`src/rtl/bb_pkg.sv`:
```
package bb_pkg;
  localparam int ADDR_W = 32;
  localparam int DATA_W = 32;
  localparam int BE_W   = DATA_W / 8;
  localparam int POS_W  = $clog2(DATA_W);

  typedef enum logic [1:0] {
    SZ_BYTE = 2'd0,
    SZ_HALF = 2'd1,
    SZ_WORD = 2'd2
  } bb_size_e;

  typedef enum logic [2:0] {
    S_IDLE,
    S_RD,
    S_MOD,
    S_WR,
    S_RSP
  } bb_state_e;

  typedef struct packed {
    logic [ADDR_W-1:0] addr;
    logic [BE_W-1:0]   be;
    logic [POS_W-1:0]  pos;
    logic              write;
    logic              set;
    logic              hit;
  } bb_cmd_t;
endpackage

```
`src/rtl/bb_region_decode.sv`:
```
module bb_region_decode
  import bb_pkg::*;
#(
  parameter int NUM_REG = 2,
  parameter int WIN_BITS = 25,
  parameter logic [NUM_REG-1:0][ADDR_W-1:0] ALIAS_BASE = {32'h4200_0000, 32'h2200_0000},
  parameter logic [NUM_REG-1:0][ADDR_W-1:0] BACK_BASE  = {32'h4000_0000, 32'h2000_0000}
) (
  input  logic [ADDR_W-1:0]  addr_i,
  output logic [NUM_REG-1:0] hit_o,
  output logic [ADDR_W-1:0]  base_o
);
  generate
    for (genvar g = 0; g < NUM_REG; g++) begin : g_win
      assign hit_o[g] = (addr_i[ADDR_W-1:WIN_BITS] == ALIAS_BASE[g][ADDR_W-1:WIN_BITS]);
    end
  endgenerate

  always_comb begin
    base_o = '0;
    for (int i = 0; i < NUM_REG; i++) begin
      if (hit_o[i]) base_o = base_o | BACK_BASE[i];
    end
  end

  logic unused_low;
  assign unused_low = ^addr_i[WIN_BITS-1:0];
endmodule

```
`src/rtl/bb_lane_map.sv`:
```
module bb_lane_map
  import bb_pkg::*;
#(
  parameter int WIN_BITS = 25
) (
  input  logic [ADDR_W-1:0] addr_i,
  input  logic [ADDR_W-1:0] base_i,
  input  bb_size_e          size_i,
  output logic [ADDR_W-1:0] baddr_o,
  output logic [BE_W-1:0]   be_o,
  output logic [POS_W-1:0]  pos_o
);
  localparam int SHIFT = $clog2(DATA_W);

  logic [WIN_BITS-1:0] off;
  logic [ADDR_W-1:0]   raw;

  assign off = addr_i[WIN_BITS-1:0];
  assign raw = base_i | ADDR_W'(off >> SHIFT);

  // little-endian lanes: bus bit = lane*8 + bit-in-access
  always_comb begin
    case (size_i)
      SZ_BYTE: begin
        baddr_o = raw;
        be_o    = BE_W'(1) << raw[1:0];
        pos_o   = {raw[1:0], off[4:2]};
      end
      SZ_HALF: begin
        baddr_o = {raw[ADDR_W-1:1], 1'b0};
        be_o    = raw[1] ? 4'b1100 : 4'b0011;
        pos_o   = {raw[1], off[5:2]};
      end
      default: begin
        baddr_o = {raw[ADDR_W-1:2], 2'b00};
        be_o    = '1;
        pos_o   = off[6:2];
      end
    endcase
  end

  logic unused_off;
  assign unused_off = ^off[1:0];
endmodule

```
`src/rtl/bb_rmw_ctrl.sv`:
```
module bb_rmw_ctrl
  import bb_pkg::*;
(
  input  logic              clk_i,
  input  logic              rst_ni,
  input  logic              bus_valid_i,
  output logic              bus_ready_o,
  input  bb_cmd_t           cmd_i,
  output logic              bus_rvalid_o,
  output logic [DATA_W-1:0] bus_rdata_o,
  output logic              mem_req_o,
  output logic              mem_we_o,
  output logic [ADDR_W-1:0] mem_addr_o,
  output logic [BE_W-1:0]   mem_be_o,
  output logic [DATA_W-1:0] mem_wdata_o,
  input  logic              mem_ack_i,
  input  logic [DATA_W-1:0] mem_rdata_i
);
  bb_state_e         state_q;
  bb_cmd_t           cmd_q;
  logic [DATA_W-1:0] rd_q;
  logic [DATA_W-1:0] wd_q;
  logic              rbit_q;
  logic [DATA_W-1:0] bit_mask;

  assign bit_mask = DATA_W'(1) << cmd_q.pos;

  always_ff @(posedge clk_i or negedge rst_ni) begin
    if (!rst_ni) begin
      state_q <= S_IDLE;
      cmd_q   <= '0;
      rd_q    <= '0;
      wd_q    <= '0;
      rbit_q  <= 1'b0;
    end else begin
      case (state_q)
        S_IDLE: if (bus_valid_i) begin
          cmd_q   <= cmd_i;
          rbit_q  <= 1'b0;
          state_q <= cmd_i.hit ? S_RD : S_RSP;
        end
        S_RD: if (mem_ack_i) begin
          rd_q <= mem_rdata_i;
          if (cmd_q.write) begin
            state_q <= S_MOD;
          end else begin
            rbit_q  <= mem_rdata_i[cmd_q.pos];
            state_q <= S_RSP;
          end
        end
        S_MOD: begin
          wd_q    <= cmd_q.set ? (rd_q | bit_mask) : (rd_q & ~bit_mask);
          state_q <= S_WR;
        end
        S_WR:    if (mem_ack_i) state_q <= S_RSP;
        S_RSP:   state_q <= S_IDLE;
        default: state_q <= S_IDLE;
      endcase
    end
  end

  assign bus_ready_o  = (state_q == S_IDLE);
  assign bus_rvalid_o = (state_q == S_RSP);
  assign bus_rdata_o  = {{(DATA_W-1){1'b0}}, rbit_q};
  assign mem_req_o    = (state_q == S_RD) || (state_q == S_WR);
  assign mem_we_o     = (state_q == S_WR);
  assign mem_addr_o   = cmd_q.addr;
  assign mem_be_o     = cmd_q.be;
  assign mem_wdata_o  = wd_q;

  p_no_accept_busy_r7: assert property (@(posedge clk_i) disable iff (!rst_ni)
    mem_req_o |-> !bus_ready_o);
  p_req_held_r7: assert property (@(posedge clk_i) disable iff (!rst_ni)
    (mem_req_o && !mem_ack_i) |=> (mem_req_o && $stable(mem_addr_o) && $stable(mem_we_o) && $stable(mem_be_o)));
  p_modify_gap_r5: assert property (@(posedge clk_i) disable iff (!rst_ni)
    $rose(mem_we_o) |-> $past(!mem_req_o));
  p_rsp_pulse_r8: assert property (@(posedge clk_i) disable iff (!rst_ni)
    bus_rvalid_o |=> !bus_rvalid_o);
  p_rsp_zero_ext_r4: assert property (@(posedge clk_i) disable iff (!rst_ni)
    bus_rvalid_o |-> (bus_rdata_o[DATA_W-1:1] == '0));
  p_be_shape_r3: assert property (@(posedge clk_i) disable iff (!rst_ni)
    mem_req_o |-> ($countones(mem_be_o) == 1 || $countones(mem_be_o) == 2 || $countones(mem_be_o) == 4));
endmodule

```
`src/rtl/bitband_bridge.sv`:
```
module bitband_bridge
  import bb_pkg::*;
#(
  parameter int NUM_REG = 2,
  parameter int WIN_BITS = 25,
  parameter logic [NUM_REG-1:0][ADDR_W-1:0] ALIAS_BASE = {32'h4200_0000, 32'h2200_0000},
  parameter logic [NUM_REG-1:0][ADDR_W-1:0] BACK_BASE  = {32'h4000_0000, 32'h2000_0000}
) (
  input  logic              clk_i,
  input  logic              rst_ni,
  input  logic              bus_valid_i,
  output logic              bus_ready_o,
  input  logic [31:0]       bus_addr_i,
  input  logic              bus_write_i,
  input  logic [1:0]        bus_size_i,
  input  logic [31:0]       bus_wdata_i,
  output logic              bus_rvalid_o,
  output logic [31:0]       bus_rdata_o,
  output logic              mem_req_o,
  output logic              mem_we_o,
  output logic [31:0]       mem_addr_o,
  output logic [3:0]        mem_be_o,
  output logic [31:0]       mem_wdata_o,
  input  logic              mem_ack_i,
  input  logic [31:0]       mem_rdata_i
);
  logic [NUM_REG-1:0] hit_vec;
  logic [ADDR_W-1:0]  back_base;
  logic [ADDR_W-1:0]  baddr;
  logic [BE_W-1:0]    be;
  logic [POS_W-1:0]   pos;
  bb_cmd_t            cmd;

  bb_region_decode #(
    .NUM_REG(NUM_REG), .WIN_BITS(WIN_BITS),
    .ALIAS_BASE(ALIAS_BASE), .BACK_BASE(BACK_BASE)
  ) u_dec (
    .addr_i(bus_addr_i),
    .hit_o (hit_vec),
    .base_o(back_base)
  );

  bb_lane_map #(.WIN_BITS(WIN_BITS)) u_lane (
    .addr_i (bus_addr_i),
    .base_i (back_base),
    .size_i (bb_size_e'(bus_size_i)),
    .baddr_o(baddr),
    .be_o   (be),
    .pos_o  (pos)
  );

  always_comb begin
    cmd.addr  = baddr;
    cmd.be    = be;
    cmd.pos   = pos;
    cmd.write = bus_write_i;
    cmd.set   = bus_wdata_i[0];
    cmd.hit   = |hit_vec;
  end

  logic unused_wdata;
  assign unused_wdata = ^bus_wdata_i[DATA_W-1:1];

  bb_rmw_ctrl u_ctrl (
    .clk_i       (clk_i),
    .rst_ni      (rst_ni),
    .bus_valid_i (bus_valid_i),
    .bus_ready_o (bus_ready_o),
    .cmd_i       (cmd),
    .bus_rvalid_o(bus_rvalid_o),
    .bus_rdata_o (bus_rdata_o),
    .mem_req_o   (mem_req_o),
    .mem_we_o    (mem_we_o),
    .mem_addr_o  (mem_addr_o),
    .mem_be_o    (mem_be_o),
    .mem_wdata_o (mem_wdata_o),
    .mem_ack_i   (mem_ack_i),
    .mem_rdata_i (mem_rdata_i)
  );

  p_one_window_r2: assert property (@(posedge clk_i) disable iff (!rst_ni)
    $onehot0(hit_vec));
endmodule

```
`config.mk`:
```
export PLATFORM = sky130hd
export DESIGN_NAME = bitband_bridge
export DESIGN_NICKNAME = d
export VERILOG_FILES = /design/src/rtl/bb_pkg.sv /design/src/rtl/bb_region_decode.sv /design/src/rtl/bb_lane_map.sv /design/src/rtl/bb_rmw_ctrl.sv /design/src/rtl/bitband_bridge.sv
export SDC_FILE = /design/constraint.sdc
export NUM_CORES = 1
export LEC_CHECK = 0
export CELL_PAD_IN_SITES_DETAIL_PLACEMENT = 0
export CELL_PAD_IN_SITES_GLOBAL_PLACEMENT = 1
export CORE_ASPECT_RATIO = 0.9
export CORE_MARGIN = 1.5
export CORE_UTILIZATION = 35
export DETAILED_ROUTE_END_ITERATION = 8
export GPL_ROUTABILITY_DRIVEN = 0
export GPL_TIMING_DRIVEN = 0
export PLACE_DENSITY = 0.94
export SETUP_SLACK_MARGIN = 0.1
export SLEW_MARGIN = 20
export SYNTH_ARGS = -nofsm -noshare
export SYNTH_HDL_FRONTEND = slang
export SYNTH_SLANG_ARGS = --single-unit
```
`constraint.sdc`:
```
create_clock -name clk_i -period 4.71 [get_ports clk_i]
set_input_delay 0.942 -clock clk_i [delete_from_list [all_inputs] [get_ports clk_i]]
set_output_delay 0.942 -clock clk_i [all_outputs]
set_load 0.02 [all_outputs]
```
---- Word level (Yosys, flattened, before mapping) ----
Cells that the tools add are included.
storage, ports and cells
  bits in registers ....................... 110
  input port bits ......................... 103
  output and inout bits ................... 104
  word-level logic and storage cells ...... 55
cells by class
  $lt $le $gt $ge ......................... 1
  equal/unequal tests ..................... 11
  shift operators ......................... 2
  multiplexer cells ....................... 19
  bitwise gates (word level) .............. 4
  reductions and logical operators ........ 9
operators by type and width
  cell                    count
  $and A32 B32 Y32        1
  $mux W32                1
  $not A32 Y32            1
  $or A32 B32 Y32         1
  $shl A1 B5 Y32 const A  1
  $mux W31                1
  $or A31 B20 Y31         1
  $mux W30                1
  $mux W3                 5
  $pmux W3 S4             1
  $pmux W5 S2             1
  $pmux W4 S2             1
  $eq A7 B5 Y1 const B    1
  $eq A7 B6 Y1 const B    1
  $eq A3 B2 Y1 const B    2
  $lt A5 B6 Y1 const B    1
  $ne A2 B2 Y1 const B    3
  $bmux W1 S5             1
  $mux W1                 4
  $mux W4                 1
  $pmux W2 S2             1
  $reduce_and A2 Y1       2
  $reduce_and A4 Y1       1
  $shl A1 B2 Y4 const A   1
  other kinds (11)        11

---- Depth between registers and ports, before layout ----
  depth in word-level cells ............... 6
  gate-level depth with buffers ........... 7
  gate-level depth less buffers ........... 5

---- Modules after synthesis ----
From an unflattened synthesis, not the netlist that was laid out.
second synthesis, totals
  cells, all modules ...................... 564
  area, all modules ....................... 6100.9 µm²
by module, submodules not included
  module            times used  cells each  area each (µm²)  seq. area each (µm²)
  bb_rmw_ctrl       1           479         5499.0           2777.7
  bb_lane_map       1           46          317.8            0.0
  bb_region_decode  1           38          277.8            0.0
  bitband_bridge    1           1           6.3              0.0

---- Worst setup path after synthesis ----
OpenSTA, ideal clock, no wires.
  path type ............................... input to register
  from .................................... input mem_ack_i
  to ...................................... register u_ctrl.rbit_q
  setup time .............................. 0.066 ns
  data arrival time ....................... 2.100 ns
  data required time ...................... 4.644 ns
  setup slack ............................. 2.544 ns
  stages on the path ...................... 5
  path buffers ............................ 0
  cells stage by stage .................... nand2_1 > or4_4 > a311o_1 > o31ai_1 > a22o_1
on the way
  cells in the longest elaborated chain, start to end .. 2
RTL lines
  what                                line                  RTL
  from (decl)                         bitband_bridge.sv:24  input logic mem_ack_i,
  $ne A2 B2 Y1 (no source line)       n/a
  $reduce_and A4 Y1 (no source line)  n/a
  to (signal assigned)                bb_rmw_ctrl.sv:47     rbit_q <= mem_rdata_i[cmd_q.pos];
  to (decl)                           bb_rmw_ctrl.sv:23     logic rbit_q;
Every way passes these cells.
A chain may end at the register's enable or synchronous reset.

---- Worst setup path after layout ----
  from .................................... register u_ctrl.state_q[1]
  to ...................................... output bus_ready_o
on the way
  cells in the longest elaborated chain, start to end .. 1
RTL lines
  what                    line                  RTL
  from (decl)             bb_rmw_ctrl.sv:19     bb_state_e state_q;
  from (signal assigned)  bb_rmw_ctrl.sv:40     state_q <= cmd_i.hit ? S_RD : S_RSP;
  $logic_not A3 Y1        bb_rmw_ctrl.sv:62     assign bus_ready_o = (state_q == S_IDLE);
  to (decl)               bitband_bridge.sv:12  output logic bus_ready_o,
Every way passes these cells.

==> metrics.csv <==
metric,value,unit
synth_top_area_share,0.484,
track_usage,0.176,
hold_viol,0,
hold_class,input pin to asynchronous set/reset pin,
drt-initial-drc-count,202,
timing.final.crit_share,0.598,
status,"complete, no violations",
vias_per_cell,4.62,
initial_utilization,0.356,
finalWirelength,13300,µm
maxCapViolations,0,
startpoint_type,register,
min_period,2.82,ns
startpoint,u_ctrl.state_q[1]$_DFFE_PN0P_,
clock_sinks,101,
final_cells,930,
fin_util,0.497,
max_stage_delay,0.68,ns
grt_pass1_wl,21600,µm
required,3.77,ns
fin_skew,0.0103,ns
dieArea,15700,µm²
power_frac_seq,0.324,
cp_max_fo,9,
insertion_delay,0.35,ns
clock_power_share,0.183,
synth_warnings,0,
p_per_area,613,nW/µm²
rows,42,
grt_pass1_vias,4104,
cts_tree,built,
cp_cell_sequence,buf_2 -> nor3_1 -> clkdlybuf4s50_1,
numCtsBuffers,9,
critPathBufInv,2,
firstDrtPassIters,4,
p_leak,3.29,nW
root_buffer,clkbuf_16,
drive_above_1_share,0.205,
crit_family,buffers and inverters,
fillers,1365,
post_synth_inst_count,543,
synth.distinct_cells,41,
critPathSlowestCell,clkdlybuf4s50_1,
clk_pin_slew,0.07,ns
synth_area_leaders,"dfrtp_1 48%, buf_4 9.8%, nand2_1 9.1%, mux2_2 7.6%, o22ai_1 4.0%",
post-place-ws,1.70,ns
portBuffers,132,
finalSetupViolations,0,
finalMaxSlewViolations,0,
diodes,0,
area_delta_synth_final,39.7,%
cts.repair.resized,0,
p_sw_frac,0.379,
syn_area_per_cell,9.61,µm²
drc,0,
syn_area,5220,µm²
core,14700,µm²
slew_headroom,0.593,
rsz0062_at_grt,false,
ys_ff_latch,101,
combinationalPowerShare,0.493,
worst_slack,1.89,ns
worstMarginPinSlew,0.605,ns
antenna_found_initial,0,
place_inst,914,
ios,207,
setup_tns,0,ns
final_net_count,830,
die_w,132,µm
multi_input_area,2130,µm²
worstPathArrival,1.87,ns
wire_per_inst,14.3,µm
async_flop_share,1.00,
yosysSeqAreaShare,0.484,
r2r_start,u_ctrl.cmd_q[3]$_DFFE_PN0P_,
fmax,355,MHz
clockBufferDepth,2,
post-cts-setup-buffers,0,
vias,4294,
synth_top_cell_by_area,dfrtp_1,
grt.overflow.total,0,
die_y,119,µm
synthFlopType,dfrtp_1,
critical_path_class,register to primary output,
seq_area,2530,µm²
holdBufCountCts,0,
dpl.hpwl,9980,µm
ir_worst_vdd,0.000315,V
synth_edf_count,0,
switching_power,0.00169,W
hold_ws,0.444,ns
grt_max_degree,76,
crit_path_end_kind,primary output,
power.internal,0.00277,W
ant_nets,0,
htree_levels,3,
[sequential cells by signal (all words and copies together), names as in the netlist]
name                count
u_ctrl.mem_wdata_o     32
u_ctrl.rd_q            32
u_ctrl.mem_addr_o      22
u_ctrl.cmd_q            7
u_ctrl.mem_be_o         4
u_ctrl.state_q          3
u_ctrl.rbit_q           1
[power by group through the flow]
| stage | Combinational, W | Clock (W) | Sequential (W) |
|---|---|---|---|
| 2_1_floorplan | 0.00132 | 0 | 0.00151 |
| 3_3_place_gp | 0.00219 | 0 | 0.00144 |
| 3_5_place_dp | 0.00221 | 0 | 0.00146 |
| 4_1_cts | 0.00222 | 0.000833 | 0.00145 |
| 5_1_grt | 0.00240 | 0.000869 | 0.00149 |
| 6_report | 0.00220 | 0.000817 | 0.00145 |
[cell families after synthesis]
| kind of cell | share of synthesized area |
|---|---|
| AO/OA/AOI/OAI | 0.101 |
| other | 0.000718 |
| buffers and inverters | 0.137 |
| flip-flops | 0.484 |
| AND/OR/NAND/NOR | 0.170 |
| multiplexers | 0.107 |
[layer usage]
layer,global-route usage,routed length (µm),part of all wire
met5,0,0,0
met4,0.0444,161,0.012
met3,0.0532,1180,0.088
met2,0.288,6270,0.47
met1,0.228,5700,0.43
[final timing paths]
path / to / slack, ns / cells after the start
min: u_ctrl.mem_wdata_o[22]$_DFFE_PN0P_ / 0.44 / 1
max: bus_ready_o / 1.89 / 3
max reg2reg: u_ctrl.mem_wdata_o[10]$_DFFE_PN0P_ / 2.57 / 7
max in group asynchronous: u_ctrl.mem_wdata_o[9]$_DFFE_PN0P_ / 3.60 / 2
min in group clk_i: u_ctrl.mem_addr_o[8]$_DFFE_PN0P_ / 0.48 / 2
min reg2reg: u_ctrl.mem_addr_o[8]$_DFFE_PN0P_ / 0.48 / 2
[worst reg2reg max path: stages, from the launching register on]
cell,delay [ns]
dfrtp_1,0.33
buf_2,0.27
buf_2,0.33
nand2b_1,0.23
clkbuf_1,0.48
nor3_1,0.11
o22ai_1,0.17
o21ai_0,0.10
[layout make-up]
cell class                 instances  area share
clock buffer                      12      0.0338
clock inverter                     4      0.0106
multi-input combinational        377       0.292
sequential                       101       0.347
buffer                           103      0.0973
timing repair buffer             133       0.185
inverter                           2     0.00103
tap                              198      0.0340
[through the flow]
| step | cell area, µm² | total power [W] |
|---|---|---|
| 5_1_grt | 7290 | 0.00476 |
| 3_5_place_dp | 6970 | 0.00367 |
| 6_report | 7290 | 0.00447 |
| 2_1_floorplan | 5370 | 0.00283 |
| 3_3_place_gp | 6940 | 0.00363 |
| 4_1_cts | 7290 | 0.00450 |
[Yosys cell counts, types with 2 or more instances]
cell type,n
nand2_1,126
o21ai_0,39
nor3_1,20
a31oi_1,3
nor2b_1,3
buf_6,2
clkbuf_1,17
dfrtp_1,101
mux2i_1,5
buf_4,68
clkbuf_8,4
nor2_1,20
or3_1,4
o31ai_1,3
mux2_2,35
and2b_2,2
a21oi_1,4
nand3b_1,3
buf_2,10
inv_1,2
and2_1,3
or2_2,3
o22ai_1,33
nand2b_1,8
mux4_2,5
nand3_1,4
buf_1,2
[layout by cell type, fill, tap and decap left out, types with 4 or more instances in the layout]
cell               n
mux2_2            35
buf_4             68
o22ai_1           33
clkdlybuf4s50_1  131
buf_2             10
nor3_1            20
or3_1              4
clkbuf_8           5
dfrtp_1          101
mux4_2             5
mux2i_1            5
o21ai_0           39
nand2b_1           8
nor2_1            20
conb_1            41
a21oi_1            4
clkbuf_16          9
nand2_1          126
nand3_1            4
clkbuf_1          19
Power figures use the tool's default switching activity.
